$ cat config.mk
export PLATFORM = sky130hd
export DESIGN_NAME = gpio_bank_ctrl
export DESIGN_NICKNAME = d
export VERILOG_FILES = /design/src/rtl/gpio_bank_pkg.sv /design/src/rtl/gpio_in_sync.sv /design/src/rtl/gpio_blink_div.sv /design/src/rtl/gpio_reg_bank.sv /design/src/rtl/gpio_bank_ctrl.sv
export SDC_FILE = /design/constraint.sdc
export NUM_CORES = 1
export LEC_CHECK = 0
export ABC_AREA = 1
export ABC_CLOCK_PERIOD_IN_PS = 1800
export BUFFER_PORTS_ARGS = -buffer_cell sky130_fd_sc_hd__buf_4
export CORE_UTILIZATION = 30
export CTS_BUF_LIST = sky130_fd_sc_hd__clkbuf_8
export CTS_CLUSTER_SIZE = 8
export DETAILED_ROUTE_END_ITERATION = 6
export GPL_ROUTABILITY_DRIVEN = 0
export PLACE_DENSITY = 0.62
export SETUP_SLACK_MARGIN = 0.15
export SYNTH_ARGS = -nofsm -noshare
export SYNTH_HDL_FRONTEND = slang
export SYNTH_SLANG_ARGS = --single-unit
$ cat constraint.sdc
create_clock -name clk -period 1.8 [get_ports clk]
set_clock_uncertainty 0.2 [all_clocks]
set_input_delay 0.18 -clock clk [delete_from_list [all_inputs] [get_ports clk]]
set_output_delay 0.18 -clock clk [all_outputs]
set_load 0.1 [all_outputs]
$ cat src/rtl/gpio_bank_pkg.sv
// Shared constants and helpers for the banked GPIO controller.
// Assumes three banks of 32 pins and an 8-bit byte offset space.
package gpio_bank_pkg;

    localparam int BANK_W    = 32;
    localparam int MAX_BANKS = 3;
    localparam int MAX_PINS  = BANK_W * MAX_BANKS;

    localparam logic [7:0] BLINK_OFF = 8'h18;

    // Byte offset of the ownership register of a bank.
    function automatic logic [7:0] own_off(input int bank);
        case (bank)
            0:       return 8'h00;
            1:       return 8'h30;
            default: return 8'h40;
        endcase
    endfunction

    // Byte offset of the direction register of a bank.
    function automatic logic [7:0] dir_off(input int bank);
        case (bank)
            0:       return 8'h04;
            1:       return 8'h34;
            default: return 8'h44;
        endcase
    endfunction

    // Byte offset of the level register of a bank.
    function automatic logic [7:0] lvl_off(input int bank);
        case (bank)
            0:       return 8'h0C;
            1:       return 8'h38;
            default: return 8'h48;
        endcase
    endfunction

    // Mask of the implemented pins inside one bank.
    function automatic logic [BANK_W-1:0] impl_mask(input int bank, input int npins);
        logic [BANK_W-1:0] m;
        for (int i = 0; i < BANK_W; i++) begin
            m[i] = ((bank * BANK_W + i) < npins);
        end
        return m;
    endfunction

endpackage

$ cat src/rtl/gpio_in_sync.sv
// Two-flop synchroniser for the asynchronous pad inputs.
// Assumes each bit is independent; no multi-bit coherence is given.
module gpio_in_sync #(
    parameter int W = 76
) (
    input  logic         clk,
    input  logic         rst_n,
    input  logic [W-1:0] d,
    output logic [W-1:0] q
);

    logic [W-1:0] stage1;

    // Shift the pad values through two register stages.
    always_ff @(posedge clk) begin
        if (!rst_n) begin
            stage1 <= '0;
            q      <= '0;
        end else begin
            stage1 <= d;
            q      <= stage1;
        end
    end

endmodule

$ cat src/rtl/gpio_blink_div.sv
// Free-running divider that produces the blink phase.
// The phase holds for HALF cycles and then inverts; HALF must be 1 or more.
module gpio_blink_div #(
    parameter int HALF = 8
) (
    input  logic clk,
    input  logic rst_n,
    output logic phase
);

    localparam int CW = (HALF > 1) ? $clog2(HALF) : 1;
    localparam logic [CW-1:0] LAST = CW'(HALF - 1);

    logic [CW-1:0] cnt;

    // Count cycles and invert the phase at the end of each half period.
    always_ff @(posedge clk) begin
        if (!rst_n) begin
            cnt   <= '0;
            phase <= 1'b1;
        end else if (cnt == LAST) begin
            cnt   <= '0;
            phase <= ~phase;
        end else begin
            cnt <= cnt + 1'b1;
        end
    end


    blink_phase_chk: assert property (@(posedge clk) disable iff (!rst_n)
        (cnt != '0) |-> $stable(phase));


    blink_cnt_chk: assert property (@(posedge clk) disable iff (!rst_n)
        cnt <= LAST);

endmodule

$ cat src/rtl/gpio_reg_bank.sv
// One bank of 32 pins: ownership, direction, level and an optional blink register.
// Assumes the write strobes are one-hot and that every pin has at least one
// direction capability. Read selects come from the same address decode.
module gpio_reg_bank
    import gpio_bank_pkg::*;
#(
    parameter int                BANK_IDX  = 0,
    parameter int                NUM_PINS  = 76,
    parameter bit                HAS_BLINK = 1'b0,
    parameter logic [BANK_W-1:0] IN_CAP    = '1,
    parameter logic [BANK_W-1:0] OUT_CAP   = '1,
    parameter logic [BANK_W-1:0] OWN_CAP   = '1
) (
    input  logic              clk,
    input  logic              rst_n,
    input  logic              wr_own,
    input  logic              wr_dir,
    input  logic              wr_lvl,
    input  logic              wr_blink,
    input  logic              rd_own,
    input  logic              rd_dir,
    input  logic              rd_lvl,
    input  logic              rd_blink,
    input  logic [BANK_W-1:0] wdata,
    input  logic [BANK_W-1:0] sync_in,
    input  logic              blink_phase,
    output logic [BANK_W-1:0] own_q,
    output logic [BANK_W-1:0] dir_q,
    output logic [BANK_W-1:0] drive,
    output logic [BANK_W-1:0] rd_data
);

    localparam logic [BANK_W-1:0] IMPL    = impl_mask(BANK_IDX, NUM_PINS);
    localparam logic [BANK_W-1:0] OWN_RST = OWN_CAP & IMPL;
    localparam logic [BANK_W-1:0] DIR_RST = IN_CAP & IMPL;

    logic [BANK_W-1:0] lvl_q;
    logic [BANK_W-1:0] blink_q;
    logic [BANK_W-1:0] dir_next;
    logic [BANK_W-1:0] lvl_rd;

    // Accept a direction bit only when the pin supports that direction.
    always_comb begin
        for (int i = 0; i < BANK_W; i++) begin
            dir_next[i] = (IMPL[i] && (wdata[i] ? IN_CAP[i] : OUT_CAP[i])) ? wdata[i] : dir_q[i];
        end
    end

    // Ownership, direction and level storage.
    always_ff @(posedge clk) begin
        if (!rst_n) begin
            own_q <= OWN_RST;
            dir_q <= DIR_RST;
            lvl_q <= '0;
        end else begin
            if (wr_own) own_q <= wdata & OWN_CAP & IMPL;
            if (wr_dir) dir_q <= dir_next;
            if (wr_lvl) lvl_q <= wdata & IMPL;
        end
    end

    if (HAS_BLINK) begin : g_blink
        // Blink enable storage for the bank that owns it.
        always_ff @(posedge clk) begin
            if (!rst_n) begin
                blink_q <= '0;
            end else if (wr_blink) begin
                blink_q <= wdata & IMPL;
            end
        end
    end else begin : g_no_blink
        logic unused_wr_blink;
        assign unused_wr_blink = wr_blink;
        assign blink_q = '0;
    end

    // Level view: synchronised pad for inputs, stored level for outputs.
    assign lvl_rd = IMPL & ((dir_q & sync_in) | (~dir_q & lvl_q));

    // Driven value: blinking outputs drop low during the off phase.
    assign drive = lvl_q & ~(blink_q & ~dir_q & {BANK_W{~blink_phase}});

    // Bank read data from the selected register.
    always_comb begin
        rd_data = ({BANK_W{rd_own}}   & own_q)
                | ({BANK_W{rd_dir}}   & dir_q)
                | ({BANK_W{rd_lvl}}   & lvl_rd)
                | ({BANK_W{rd_blink}} & blink_q);
    end


    dir_cap_chk: assert property (@(posedge clk) disable iff (!rst_n)
        ((dir_q & ~IN_CAP) == '0) && ((~dir_q & ~OUT_CAP & IMPL) == '0));


    unimpl_zero_chk: assert property (@(posedge clk) disable iff (!rst_n)
        ((own_q | dir_q | lvl_q | blink_q) & ~IMPL) == '0);


    reg_hold_chk: assert property (@(posedge clk) disable iff (!rst_n)
        !(wr_own || wr_dir || wr_lvl || wr_blink) |=> $stable({own_q, dir_q, lvl_q, blink_q}));

endmodule

$ cat src/rtl/gpio_bank_ctrl.sv
// Banked GPIO controller top: address decode, three register banks, the
// input synchroniser, the blink divider and the per-pin output multiplexer.
// Assumes NUM_PINS is at most 96 and that bus strobes last one cycle.
module gpio_bank_ctrl
    import gpio_bank_pkg::*;
#(
    parameter int                  NUM_PINS   = 76,
    parameter int                  ADDR_W     = 8,
    parameter int                  BLINK_HALF = 25_000_000,
    parameter logic [MAX_PINS-1:0] IN_CAP     = ~96'h60,
    parameter logic [MAX_PINS-1:0] OUT_CAP    = ~96'h300,
    parameter logic [MAX_PINS-1:0] OWN_CAP    = ~96'h100000
) (
    input  logic                clk,
    input  logic                rst_n,
    input  logic [ADDR_W-1:0]   bus_addr,
    input  logic                bus_wr,
    input  logic [31:0]         bus_wdata,
    input  logic                bus_rd,
    output logic [31:0]         bus_rdata,
    input  logic [NUM_PINS-1:0] pin_in,
    input  logic [NUM_PINS-1:0] alt_out,
    input  logic [NUM_PINS-1:0] alt_oe,
    output logic [NUM_PINS-1:0] pin_out,
    output logic [NUM_PINS-1:0] pin_oe
);

    logic [NUM_PINS-1:0]  pin_sync;
    logic [MAX_PINS-1:0]  sync_all;
    logic                 blink_phase;
    logic [MAX_BANKS-1:0] hit_own, hit_dir, hit_lvl;
    logic                 hit_blink;
    logic                 hit_any;
    logic [BANK_W-1:0]    rd_v [MAX_BANKS];
    logic [BANK_W-1:0]    rd_mux;
    logic [MAX_PINS-1:0]  own_all, dir_all, drv_all;
    logic [NUM_PINS-1:0]  own_np, dir_np, drv_np;
    logic                 unused_tail;

    gpio_in_sync #(.W(NUM_PINS)) u_sync (
        .clk   (clk),
        .rst_n (rst_n),
        .d     (pin_in),
        .q     (pin_sync)
    );

    gpio_blink_div #(.HALF(BLINK_HALF)) u_blink (
        .clk   (clk),
        .rst_n (rst_n),
        .phase (blink_phase)
    );

    assign sync_all  = MAX_PINS'(pin_sync);
    assign hit_blink = (bus_addr == ADDR_W'(BLINK_OFF));

    for (genvar b = 0; b < MAX_BANKS; b++) begin : g_bank
        assign hit_own[b] = (bus_addr == ADDR_W'(own_off(b)));
        assign hit_dir[b] = (bus_addr == ADDR_W'(dir_off(b)));
        assign hit_lvl[b] = (bus_addr == ADDR_W'(lvl_off(b)));

        gpio_reg_bank #(
            .BANK_IDX  (b),
            .NUM_PINS  (NUM_PINS),
            .HAS_BLINK (b == 0),
            .IN_CAP    (IN_CAP[b*BANK_W +: BANK_W]),
            .OUT_CAP   (OUT_CAP[b*BANK_W +: BANK_W]),
            .OWN_CAP   (OWN_CAP[b*BANK_W +: BANK_W])
        ) u_bank (
            .clk         (clk),
            .rst_n       (rst_n),
            .wr_own      (bus_wr && hit_own[b]),
            .wr_dir      (bus_wr && hit_dir[b]),
            .wr_lvl      (bus_wr && hit_lvl[b]),
            .wr_blink    (bus_wr && hit_blink),
            .rd_own      (hit_own[b]),
            .rd_dir      (hit_dir[b]),
            .rd_lvl      (hit_lvl[b]),
            .rd_blink    (hit_blink),
            .wdata       (bus_wdata),
            .sync_in     (sync_all[b*BANK_W +: BANK_W]),
            .blink_phase (blink_phase),
            .own_q       (own_all[b*BANK_W +: BANK_W]),
            .dir_q       (dir_all[b*BANK_W +: BANK_W]),
            .drive       (drv_all[b*BANK_W +: BANK_W]),
            .rd_data     (rd_v[b])
        );
    end

    assign hit_any = (|hit_own) | (|hit_dir) | (|hit_lvl) | hit_blink;

    // Combine the bank read data; unmapped offsets leave it zero.
    always_comb begin
        rd_mux = '0;
        for (int b = 0; b < MAX_BANKS; b++) begin
            rd_mux = rd_mux | rd_v[b];
        end
    end

    // Register read data on a read strobe, hold it otherwise.
    always_ff @(posedge clk) begin
        if (!rst_n) begin
            bus_rdata <= '0;
        end else if (bus_rd) begin
            bus_rdata <= rd_mux;
        end
    end

    assign own_np = own_all[NUM_PINS-1:0];
    assign dir_np = dir_all[NUM_PINS-1:0];
    assign drv_np = drv_all[NUM_PINS-1:0];
    assign unused_tail = ^{own_all, dir_all, drv_all};

    // Per-pin choice between GPIO control and the native function.
    assign pin_out = (own_np & drv_np) | (~own_np & alt_out);
    assign pin_oe  = (own_np & ~dir_np) | (~own_np & alt_oe);


    unmapped_rd_chk: assert property (@(posedge clk) disable iff (!rst_n)
        (bus_rd && !hit_any) |=> (bus_rdata == '0));


    rd_hold_chk: assert property (@(posedge clk) disable iff (!rst_n)
        !bus_rd |=> $stable(bus_rdata));


    native_pass_chk: assert property (@(posedge clk) disable iff (!rst_n)
        (((pin_oe ^ alt_oe) | (pin_out ^ alt_out)) & ~own_np) == '0);

endmodule

==> tab_implementation.tex <==
\begin{tabular}{lr}
\hline
Metric & Value \\
\hline
\multicolumn{2}{l}{\textbf{Run status}} \\
\quad Result of the run & finished with violations \\
\quad Failing checks & setup timing \\
\multicolumn{2}{l}{\textbf{Worst setup path}} \\
\quad Element type at the critical path end & output pin \\
\quad Worst-case register-to-register setup slack & 40 ps \\
\quad Top fanout value on the critical path & 6 \\
\quad Launching element type of the critical path & flip-flop \\
\quad Crit Reg-Reg Startpoint & u\_blink.cnt[0] \\
\quad CP arrival & 1990 ps \\
\quad Worst endpoint required time & between 1000 and 1500 ps \\
\quad Worst setup path startpoint & u\_blink.phase \\
\quad Kind of critical path & reg -> out \\
\multicolumn{2}{l}{\textbf{Synth}} \\
\quad Number of distinct standard cells referenced by the synthesized netlist & 32 \\
\quad Cell area after synthesis & 0.02027 mm2 \\
\quad Share of the synthesized area in the top cell type & 0.4573 \\
\quad Syn nets & about 3200 \\
\quad Mean area per synthesized cell & 6.855 um2 \\
\quad Portion of the post-synthesis area used by sequential elements & 0.4573 \\
\quad Most instantiated library cell after synthesis & sky130\_fd\_sc\_hd\_\_nand2\_1 \\
\quad Area leader, netlist & sky130\_fd\_sc\_hd\_\_dfxtp\_1 \\
\quad Number of enable-type register cells in the synthesized netlist & 0 \\
\quad Top post-synthesis cells by count & 752 x sky130\_fd\_sc\_hd\_\_nand2\_1, 463 x sky130\_fd\_sc\_hd\_\_dfxtp\_1, 367 x sky130\_fd\_sc\_hd\_\_inv\_1, 309 x sky130\_fd\_sc\_hd\_\_o21ai\_0, 268 x sky130\_fd\_sc\_hd\_\_nor2\_1 \\
\quad Post-synth top flop & sky130\_fd\_sc\_hd\_\_dfxtp\_1 \\
\quad Number of standard cells after synthesis & 2957 \\
\quad Cell types with the largest area share after synthesis & sky130\_fd\_sc\_hd\_\_dfxtp\_1 46\%, sky130\_fd\_sc\_hd\_\_nand2\_1 14\%, sky130\_fd\_sc\_hd\_\_o21ai\_0 7.6\% \\
\quad Proportion of register bits with asynchronous set or reset after synthesis & 0 \\
\quad Number of synthesis warnings & 0 \\
\quad Synthesis-stage register bit count & 463 \\
\multicolumn{2}{l}{\textbf{Timing}} \\
\quad RSZ-0062 raised after global routing & true \\
\quad Setup slack after layout & -570.6 ps \\
\quad Final Hold Fails & 0 \\
\quad Actual slew at the worst max-slew pin & between 500 and 600 ps \\
\quad Tightest slew margin relative to the limit & 0.6002 \\
\quad Tcrit/Tclk final & 1.317 \\
\quad Setup TNS & -22670 ps \\
\quad Final number of setup-violating endpoints & between 100 and 150 \\
\quad Final-report max-slew violation count & 0 \\
\quad F\_max & 421.8 MHz \\
\quad Final critical-path required period & approximately 2400 ps \\
\multicolumn{2}{l}{\textbf{Die}} \\
\quad Number of rows created at floorplan & 94 \\
\quad Standard cell core area & 0.06633 mm2 \\
\quad Top Ports & 456 \\
\quad Die area & 0.06861 mm2 \\
\quad Vert. Die Dim & 261.9 um \\
\quad Starting Density & 0.3056 \\
\quad X dimension of the die & approximately 260 um \\
\multicolumn{2}{l}{\textbf{Clock tree}} \\
\quad Reg clk slew, reported paths & 60 ps \\
\quad Sink Count & roughly 460 \\
\quad Insertion delay to the later sink of the worst-skew pair & 670 ps \\
\quad Deepest level of the CTS H-tree & 3 \\
\quad Maximum root-to-sink buffer count & 3 \\
\quad Root buf cell & sky130\_fd\_sc\_hd\_\_clkbuf\_8 \\
\quad Number of buffers inserted during clock tree synthesis & 84 \\
\quad TritonCTS clock tree & done \\
\multicolumn{2}{l}{\textbf{Drt}} \\
\quad DRT Wirelength & 93360 um \\
\quad Number of vias after detailed routing & 23710 \\
\quad Mean routed wirelength per cell & between 15 and 20 um \\
\quad Drt via density & 4.984 \\
\quad Antenna-violating nets left & 0 \\
\quad Number of iterations in the first detailed-routing pass & 6 \\
\quad Number of DRC violations after detailed routing & 0 \\
\quad First DRT Iteration DRCs & 2015 \\
\multicolumn{2}{l}{\textbf{Placed design}} \\
\quad Pre-CTS setup slack & -29.82 ps \\
\quad Number of port buffers & between 400 and 500 \\
\quad Final HPWL from detailed placement & 58360 um \\
\multicolumn{2}{l}{\textbf{Power and ir drop}} \\
\quad Final Total Pwr & between 0.02 and 0.025 W \\
\quad Peak supply drop & approximately 0.6 mV \\
\quad Reg power frac & 0.457 \\
\quad Int Power & 0.01693 W \\
\quad Switching component of the power & 0.006119 W \\
\quad Portion of total power attributed to combinational logic & 0.114 \\
\quad Pwr per Cell Area & between 600 and 700 mW/mm2 \\
\quad Clock share of power & 0.429 \\
\quad Switching power as a share of total power & 0.2654 \\
\quad Static leakage power & 16.12 nW \\
\multicolumn{2}{l}{\textbf{Layout}} \\
\quad Number of nets in the layout & 4105 \\
\quad Share of cells above drive strength 1 & 0.3575 \\
\quad Synth-to-layout area growth & 78.03\% \\
\quad Util after Layout & 0.5440 \\
\multicolumn{2}{l}{\textbf{GRT}} \\
\quad Gr ovfl total & 0 \\
\quad Global-route wire length before repair & approximately 130000 um \\
\quad Met2 capacity usage during global routing & 0.4210 \\
\quad Pin count of the biggest net entering global routing & 76 \\
\quad Routing usage on met1 & 0.3240 \\
\quad Number of antenna violations at the first check in global routing & 5 \\
\quad Peak-usage layer in the global routing report & met2 \\
\quad Combined global-route utilization of all metal layers & 0.2568 \\
\quad Met3 Usage GRT & 0.04408 \\
\quad Via count of the first global-routing pass & 23180 \\
\multicolumn{2}{l}{\textbf{Min path}} \\
\quad Hold path startpoint & bus\_addr[2] \\
\quad Classification of the worst-slack hold path & in -> reg \\
\multicolumn{2}{l}{\textbf{Run}} \\
\quad Max-cap check violation count & 0 \\
\hline
\end{tabular}
[power groups by stage]
| stage | Clock [W] | Combinational, W | Sequential, W |
|---|---|---|---|
| after global placement | 0 | 0.00192 | 0.0108 |
| after global routing | 0.0106 | 0.00277 | 0.0105 |
| after detailed placement | 0 | 0.00193 | 0.0108 |
| after floorplan | 0 | 0.000733 | 0.0110 |
| final | 0.00990 | 0.00262 | 0.0105 |
| after CTS | 0.0101 | 0.00252 | 0.0105 |
[layer usage]
metal,up-vias,wire length (um)
li1,11210,-
met1,11090,37040
met2,1121,44270
met3,285,7320
met4,6,4689
met5,-,41
[registers in the layout, indices dropped and copies added, names as in the netlist]
name                   flops
g_bank.u_bank.lvl_q       32
g_bank.u_bank.blink_q     32
g_bank.u_bank.own_q       75
u_sync.q                  74
u_blink.phase              1
u_blink.cnt               25
g_bank.u_bank.dir_q       74
g_bank.u_bank.drive       44
bus_rdata                 32
u_sync.stage1             74
[stage by stage]
step / cells / cell area [um2] / hold WS [ps]
CTS: 4752 / 34870 / 25.14
floorplan: 2957 / 21460 / 77.63
finish: 4757 / 36090 / 52.47
global route: 4756 / 36080 / 72.55
global placement: 4299 / 27110 / 160.7
detailed placement: 4299 / 27110 / 160.7
[cell usage in the layout, fill, tap and decap left out, drive strengths merged, types with 48 or more instances in the layout]
master / instances
a21oi: 213
buf: 747
clkbuf: 110
dfxtp: 463
dlygate4sd3: 188
inv: 401
nand2: 763
nand3: 244
nor2: 283
nor3: 48
o21ai: 334
[logic make-up after synthesis]
group	Yosys count	synth area share
and+or+nand+nor	1351	0.2757
AOI/OAI and AO/OA	602	0.1568
buffers and inverters	533	0.1067
DFF	463	0.4573
xor gates and xnor gates	7	0.003025
adders and majority gates	1	0.0006171
[layout make-up]
class	count	area, um2
sequential	463	9579
multi-input combinational	1961	11450
fill	5761	30250
inverter	378	1504
tap	864	1081
antenna	2	5.005
timing repair buffer	944	10820
clock buffer	104	1431
clock inverter	41	211.5
[path summary, 6_finish.rpt]
check / to / cells after the start
setup / recovery: pin_out[7] / 6
hold / removal: bus_rdata[20] / 8
setup reg to reg: u_blink.cnt[1] / 11
hold reg to reg: u_sync.q[65] / 2
[worst max-delay path, stage by stage, from the launching register on]
cell and delay (ps):
sky130_fd_sc_hd__dfxtp_4 390, sky130_fd_sc_hd__clkbuf_16 210, sky130_fd_sc_hd__buf_12 140, sky130_fd_sc_hd__o311ai_4 210, sky130_fd_sc_hd__buf_4 170, sky130_fd_sc_hd__o21ai_4 60
sky130_fd_sc_hd__buf_12 160
[timing repair]
action / CTS / global route
setup buffers: 91 / 21
setup endpoints to repair: 207 / 257
hold buffers: 215 / 1
resized for setup: 918 / 272
gates cloned: 2 / 6
pin swaps: 112 / 56
endpoints found under the hold margin: 453 / 1
(Power assumes the default switching activity.)
